--- src/rtl/adc_out_guard.sv ---
module adc_out_guard #(
  parameter int DW         = 20,
  parameter int MUTE_PLAIN = 1024,
  parameter int MUTE_DC    = 12288,
  parameter int HOLD       = 512
) (
  input  logic          clk,
  input  logic          rst_n,
  input  logic          restart,
  input  logic          dc_en,
  input  logic          smp_valid,
  input  logic [DW-1:0] smp_l,
  input  logic [DW-1:0] smp_r,
  output logic          out_valid,
  output logic [DW-1:0] out_l,
  output logic [DW-1:0] out_r,
  output logic          ovl
);
  localparam int MW = $clog2(MUTE_DC + 1);
  localparam int HW = $clog2(HOLD + 1);
  localparam logic [DW-1:0] MAXPOS = {1'b0, {(DW-1){1'b1}}};
  localparam logic [DW-1:0] MINNEG = {1'b1, {(DW-1){1'b0}}};
  localparam logic [DW-1:0] THRESH = DW'((64'd7 << (DW-1)) / 64'd8);

  logic [MW-1:0] mute_cnt;
  logic          mute_done;
  logic [HW-1:0] hold_cnt;

  wire muted = !mute_done;
  wire [MW-1:0] mute_last = dc_en ? MW'(MUTE_DC - 1) : MW'(MUTE_PLAIN - 1);

  function automatic logic [DW-1:0] mag(input logic [DW-1:0] v);
    if (!v[DW-1])       return v;
    else if (v == MINNEG) return MAXPOS;
    else                return -v;
  endfunction

  wire over = (mag(smp_l) > THRESH) || (mag(smp_r) > THRESH);

  assign ovl = (hold_cnt != '0);

  always_ff @(posedge clk or negedge rst_n) begin
    if (!rst_n) begin
      mute_cnt  <= '0;
      mute_done <= 1'b0;
      hold_cnt  <= '0;
      out_valid <= 1'b0;
      out_l     <= '0;
      out_r     <= '0;
    end else if (restart) begin
      mute_cnt  <= '0;
      mute_done <= 1'b0;
      hold_cnt  <= '0;
      out_valid <= 1'b0;
      out_l     <= '0;
      out_r     <= '0;
    end else begin
      out_valid <= smp_valid;
      if (smp_valid) begin
        if (muted) begin
          out_l <= '0;
          out_r <= '0;
          if (mute_cnt >= mute_last) mute_done <= 1'b1;
          else                       mute_cnt  <= mute_cnt + 1'b1;
        end else begin
          out_l <= smp_l;
          out_r <= smp_r;
          if (over)                  hold_cnt <= HW'(HOLD);
          else if (hold_cnt != '0)   hold_cnt <= hold_cnt - 1'b1;
        end
      end
    end
  end

  AST_MUTED_ZERO: assert property (@(posedge clk) disable iff (!rst_n)
    (smp_valid && muted && !restart) |=> (out_l == '0 && out_r == '0));
  AST_VALID_FOLLOWS: assert property (@(posedge clk) disable iff (!rst_n)
    (smp_valid && !restart) |=> out_valid);
  AST_RESTART_CLEARS: assert property (@(posedge clk) disable iff (!rst_n)
    restart |=> (!ovl && !out_valid));
  AST_NO_OVL_MUTED: assert property (@(posedge clk) disable iff (!rst_n)
    muted |-> !ovl);
  AST_OVER_SETS: assert property (@(posedge clk) disable iff (!rst_n)
    (smp_valid && !muted && !restart && over) |=> (ovl && hold_cnt == HW'(HOLD)));
  AST_HOLD_FALL: assert property (@(posedge clk) disable iff (!rst_n)
    ($fell(ovl) && !$past(restart)) |-> ($past(hold_cnt) == HW'(1) && $past(smp_valid)));
endmodule

--- config.mk ---
export PLATFORM = sky130hd
export DESIGN_NAME = adc_out_guard
export DESIGN_NICKNAME = d
export VERILOG_FILES = /design/src/rtl/adc_out_guard.sv
export SDC_FILE = /design/constraint.sdc
export NUM_CORES = 1
export LEC_CHECK = 0
export BUFFER_PORTS_ARGS = -buffer_cell sky130_fd_sc_hd__buf_2
export CAP_MARGIN = 15
export CORE_MARGIN = 4
export CORE_UTILIZATION = 43
export DETAILED_ROUTE_END_ITERATION = 6
export HOLD_SLACK_MARGIN = 0.02
export PLACE_DENSITY = 0.66
export SLEW_MARGIN = 10
export SYNTH_ARGS = -nofsm -noshare
export SYNTH_HDL_FRONTEND = slang
export SYNTH_SLANG_ARGS = --single-unit
--- constraint.sdc ---
create_clock -name clk -period 3 [get_ports clk]
set_clock_uncertainty 0.15 [all_clocks]
set_input_delay 0.9 -clock clk [delete_from_list [all_inputs] [get_ports clk]]
set_output_delay 0.9 -clock clk [all_outputs]
set_load 0.05 [all_outputs]
# ---- Word level (Yosys, flattened, before mapping)
# Index checks and enable logic that the tools add are counted.
dict set report totals {
  ff_bits 66
  inputBits 45
  output_inout_bits 42
  word_cells 49
}
dict set report classes {
  add_sub_neg 4
  n_lt_le_gt_ge 3
  n_eq_ne 4
  muxes 25
  n_reduce_logical 7
}
# operator count
set ops {}
lappend ops {{$mux W20} 10}
lappend ops {{$mux W14} 5}
lappend ops {{$mux W10} 5}
lappend ops {{$eq A20 B20 Y1 const B} 2}
lappend ops {{$gt A20 B19 Y1 const B} 2}
lappend ops {{$neg A20 Y20} 2}
lappend ops {{$add A14 B1 Y14 const B} 1}
lappend ops {{$ge A14 B14 Y1} 1}
lappend ops {{$reduce_bool A10 Y1} 1}
lappend ops {{$sub A10 B1 Y10 const B} 1}
lappend ops {{$reduce_and A3 Y1} 2}
lappend ops {{$mux W1} 5}
lappend ops {{$ne A2 B2 Y1 const B} 2}
lappend ops {{$reduce_bool A2 Y1} 2}
lappend ops {{$reduce_bool A3 Y1} 1}
lappend ops {{$logic_or A1 B1 Y1} 1}

# ---- Longest topological paths before layout
dict set report depth {
  ltp_word 9
  mapped_depth 13
  mapped_depth_nobuf 11
}

# ---- Least setup slack after synthesis
# Ideal clock, no wire load.
dict set report synth_timing {
  kind {input to register}
  from {in smp_r[0]}
  to {reg hold_cnt[0]}
  setup_ps 65
  arrival_ps 3111
  required_ps 2785
  slack_ps -326
  stages 13
  n_path_buf 2
  path_cell_list {inv_1 > ha_1 > or3b_1 > buf_6 > nor4_1 > mux2i_1 > nand3_1 > nor3_2 > a22oi_1 > a21o_1 > buf_6 > nor3_4 > mux2_2}
}
dict set report synth_via {
  elab_chain_len 9
  elab_cells_between_ends 12
  cone_classes {add/sub: 1; order compare: 1; eq/ne: 1; mux: 6; reduce/logical: 3}
}
# element line_no
set synth_lines {}
lappend synth_lines {{from (decl)} 13} ;# input logic [DW-1:0] smp_r,
lappend synth_lines {{$neg A20 Y20 / $eq A20 B20 Y1 (equally long branches)} {35, 34}}
lappend synth_lines {{$mux W20} 34} ;# else if (v == MINNEG) return MAXPOS;
lappend synth_lines {{$mux W20 (*)} 33} ;# if (!v[DW-1]) return v;
lappend synth_lines {{$gt A20 B19 Y1 (*)} 38} ;# wire over = (mag(smp_l) > THRESH) || (mag(smp_r) > THRESH);
lappend synth_lines {{$logic_or A1 B1 Y1 (*)} 38}
lappend synth_lines {{$mux W10} 68} ;# if (over) hold_cnt <= HW'(HOLD);
lappend synth_lines {{$mux W10} 60} ;# if (muted) begin
lappend synth_lines {{$mux W10} 59} ;# if (smp_valid) begin
lappend synth_lines {{$mux W10} 50} ;# end else if (restart) begin
lappend synth_lines {{to (signal assigned)} 68}
lappend synth_lines {{to (signal assigned)} 69} ;# else if (hold_cnt != '0) hold_cnt <= hold_cnt - 1'b1;
lappend synth_lines {{to (decl)} 27} ;# logic [HW-1:0] hold_cnt;
# Mark *: on every way between the ends. The rest lies on a longest branch, timed or not. The select of a mux whose other input is x is not followed.
# A chain may end at the register's enable or synchronous reset.

# ---- Final worst setup path
dict set report layout_timing {
  from {reg hold_cnt[1]}
  to {out ovl}
}
dict set report layout_via {
  elab_chain_len 1
}
# element line_no
set layout_lines {}
lappend layout_lines {{$reduce_bool A10 Y1} 40} ;# assign ovl = (hold_cnt != '0);
lappend layout_lines {{to (decl)} 17} ;# output logic ovl
# No other way between the ends.

==> results.txt <==
Outcome - finished with violations
Failing checks - setup timing
Antenna diodes - 0
Final ANT Viol Nets - 0
Synth top area share - 0.422
IO Pins - 87
Core ar. - 8810 µm²
GPL Wtd Cong - 0.844
Switching part of the total - 0.283
Die height - 103 µm
Final Hold Fails - 0
Fmax achieved - 307 MHz
Layout cell share with drive strength beyond 1 - 0.409
Port bufs - 86
Endpoint type of the worst setup path - output port
Initial antenna violation count - 0
Reg power frac - 0.453
VDD IR max - 211 µV
Setup WS post-layout - -0.260 ns
Die ar. - 10,700 µm²
Rows - 34
Num CTS Buffers - 9
Vias per Instance - 5.76
Worst path arrival time - 2.21 ns
Synth unique cells - 62
Syn Std Cell Area - 3920 µm²
Most common flop cell mapped by yosys - dfrtp_1
Area grow syn2layout - 41.3%
Share of the yosys chip area belonging to registers - 0.422
Drt wl/cell - 16.9 µm
Pin count of the biggest net entering global routing - 41
Hold_buf cts - 0
Mapped Cells - 415
Area contributors post-synth - dfrtp_1, a22o_1, nor2_1
TritonRoute pass-1 iters - 5
Via count - 3,971
Worst-Margin Slew - 0.558 ns
Longest Clk Path Bufs - 2
Clock group share of total power - 0.385
Clk sinks - 66
GRT Total Usage - 0.224
Worst Setup Path Type - reg -> out
Core Util, Final - 0.628
YS warnings - 0
Final worst-path cycle share - 1.09
Iter 0 DRT Violations - 185
RSZ-0062 raised after global routing - true
Syn_nets - 467
Remaining DRCs - 0
Final cell count without fillers - 690
First-pass GRT wire length - 19.0 mm
HP Class - reg -> reg
Synth area leader - dfrtp_1
DP HPWL - 8.29 mm
Critical Path Start Type - flip-flop
Synth Register Bits - 66
Clock transition at the registers of the reported paths - 0.08 ns
Clock latency on the worst-skew pair - 0.35 ns
Gr ovfl total - 0
Combinational Power Share - 0.162
Die X - 103 µm
Max-Cap Viols - 0
Net Sw Power - 560 µW
Fin Setup TNS - -1.37 ns
PD cells - 357 nW/µm²
Number of enable flip-flop cells after synthesis - 0
Final setup vio count - 9
Root Buffer - clkbuf_8
Power Total - 1980 µW
Max-slew headroom - 0.628
Min Tclk post-route - 3.26 ns
Critical path fanouts, max - 2
Internal Power - 1420 µW
H-tree level count - 3
Critical path required time - 1.95 ns
Vias in the first global route - 3,955
Syn avg cell area - 9.43 µm²
Pins over their slew limit - 0
Starting density of the core - 0.445
Final wirelength - 11.6 mm
Final net count - 630
Ys async rst share - 1.00
CTS tree - yes
Post-placement cell count - 672
Lkg Pwr - 0.00267 µW
## state kept, by name (all words and copies together), names as in the netlist
signal	cells
out_valid	1
mute_cnt	14
hold_cnt	10
mute_done	1
out_r	20
out_l	20
## path summary, 6_finish.rpt
check                            startpoint          end  slack [ns]  cells past startpoint
worst max-delay path            hold_cnt[1]          ovl       -0.26                      7
worst min-delay path              out_r[16]    out_r[16]        0.35                      1
worst max register to register  hold_cnt[1]  hold_cnt[0]        0.34                     10
worst min register to register    out_r[16]    out_r[16]        0.35                      1
max in group asynchronous             rst_n    out_l[16]        1.63                      2
min in group asynchronous             rst_n  hold_cnt[5]        0.38                      1
## cells in the mapped netlist (3+ instances only)
master and number:
o22ai_1 3, buf_2 4, a41o_1 3, a31oi_1 6, and3_1 5, nand4_1 3, xor2_1 12, o31ai_1 5
buf_6 3, a21oi_1 11, nor3b_1 4, nor3_1 15, nor2_1 46, o21ai_0 11, and4_1 4, a22o_1 46
and2_1 3, a32oi_1 4, nor2b_1 4, o311ai_0 3, or3_1 11, o211ai_1 3, nand3_1 14, clkbuf_1 17
mux2i_1 5, xnor2_1 3, inv_1 17, nand2_1 26, nor4_1 11, dfrtp_1 66, ha_1 7, nand2b_1 3
## critical path, stage by stage, from the launching register on
cell     delay, ns
dfrtp_1       0.41
inv_2         0.09
ha_4          0.14
nand2_2       0.05
or3_4         0.33
or3_4         0.34
or3_4         0.35
buf_8         0.16
## layer usage
layer / wire length [µm] / part of all wire / vias up / global-route usage
met2: 5630 / 0.48 / 100 / 0.360
li1: - / - / 1881 / -
met4: 192 / 0.017 / 0 / 0.0787
met1: 5300 / 0.46 / 1971 / 0.303
met3: 507 / 0.044 / 19 / 0.0409
met5: 0 / 0 / - / 0
## cells in the final DEF (no fill, tap or decap), types with 6 or more instances in the layout
| cell type | instances |
|---|---|
| nor3_1 | 14 |
| or3_1 | 8 |
| nand3_1 | 12 |
| buf_4 | 87 |
| inv_1 | 12 |
| a21oi_1 | 7 |
| nor4_1 | 6 |
| nand2_1 | 25 |
| a22o_1 | 46 |
| nor2_1 | 45 |
| a31oi_1 | 6 |
| o21ai_0 | 11 |
| xor2_1 | 12 |
| clkbuf_8 | 9 |
| dfrtp_1 | 66 |
| buf_2 | 83 |
## cell type report
cell class,count,area (µm²)
Clock buffer,9,124
Clock inverter,6,68.8
Fill cell,743,3270
Inverter,17,78.8
Multi-Input combinational cell,307,2290
Sequential cell,66,1650
Tap cell,108,135
Timing Repair Buffer,177,1190
## kinds of logic (layout without fill, tap and decap cells)
logic type | after synthesis | in the layout | synth area share
buf+inv | 42 | 209 | 0.0473
compound gates | 112 | 112 | 0.221
fa+ha+maj | 7 | 7 | 0.0224
simple gates | 166 | 166 | 0.236
mux | 7 | 7 | 0.0185
xor+xnor | 15 | 15 | 0.0336
flops | 66 | 66 | 0.422
## stage by stage
step | setup slack [ns] | area, µm² | hold WS [ns]
finish | -0.260 | 5530 | 0.353
global route | -0.339 | 5530 | 0.377
CTS | -0.301 | 5470 | 0.358
detailed placement | -0.601 | 5130 | 0.338
global placement | -0.575 | 5130 | 0.333
floorplan | -0.149 | 4020 | 0.331
## power groups by stage
stage	registers (µW)	clock network, µW	logic, µW
6_report	895	761	319
5_1_grt	895	812	347
4_1_cts	895	765	321
3_5_place_dp	913	0	296
3_3_place_gp	912	0	288
2_1_floorplan	915	0	118
## timing repair
| action | 4_1_cts | 5_1_grt |
|---|---|---|
| pin swaps | 5 | 3 |
| buffers inserted | 3 | 0 |
| gates cloned | 1 | 0 |
| endpoints found under the setup margin | 11 | 11 |
| resized for setup | 20 | 17 |
Power figures use the tool's default switching activity.
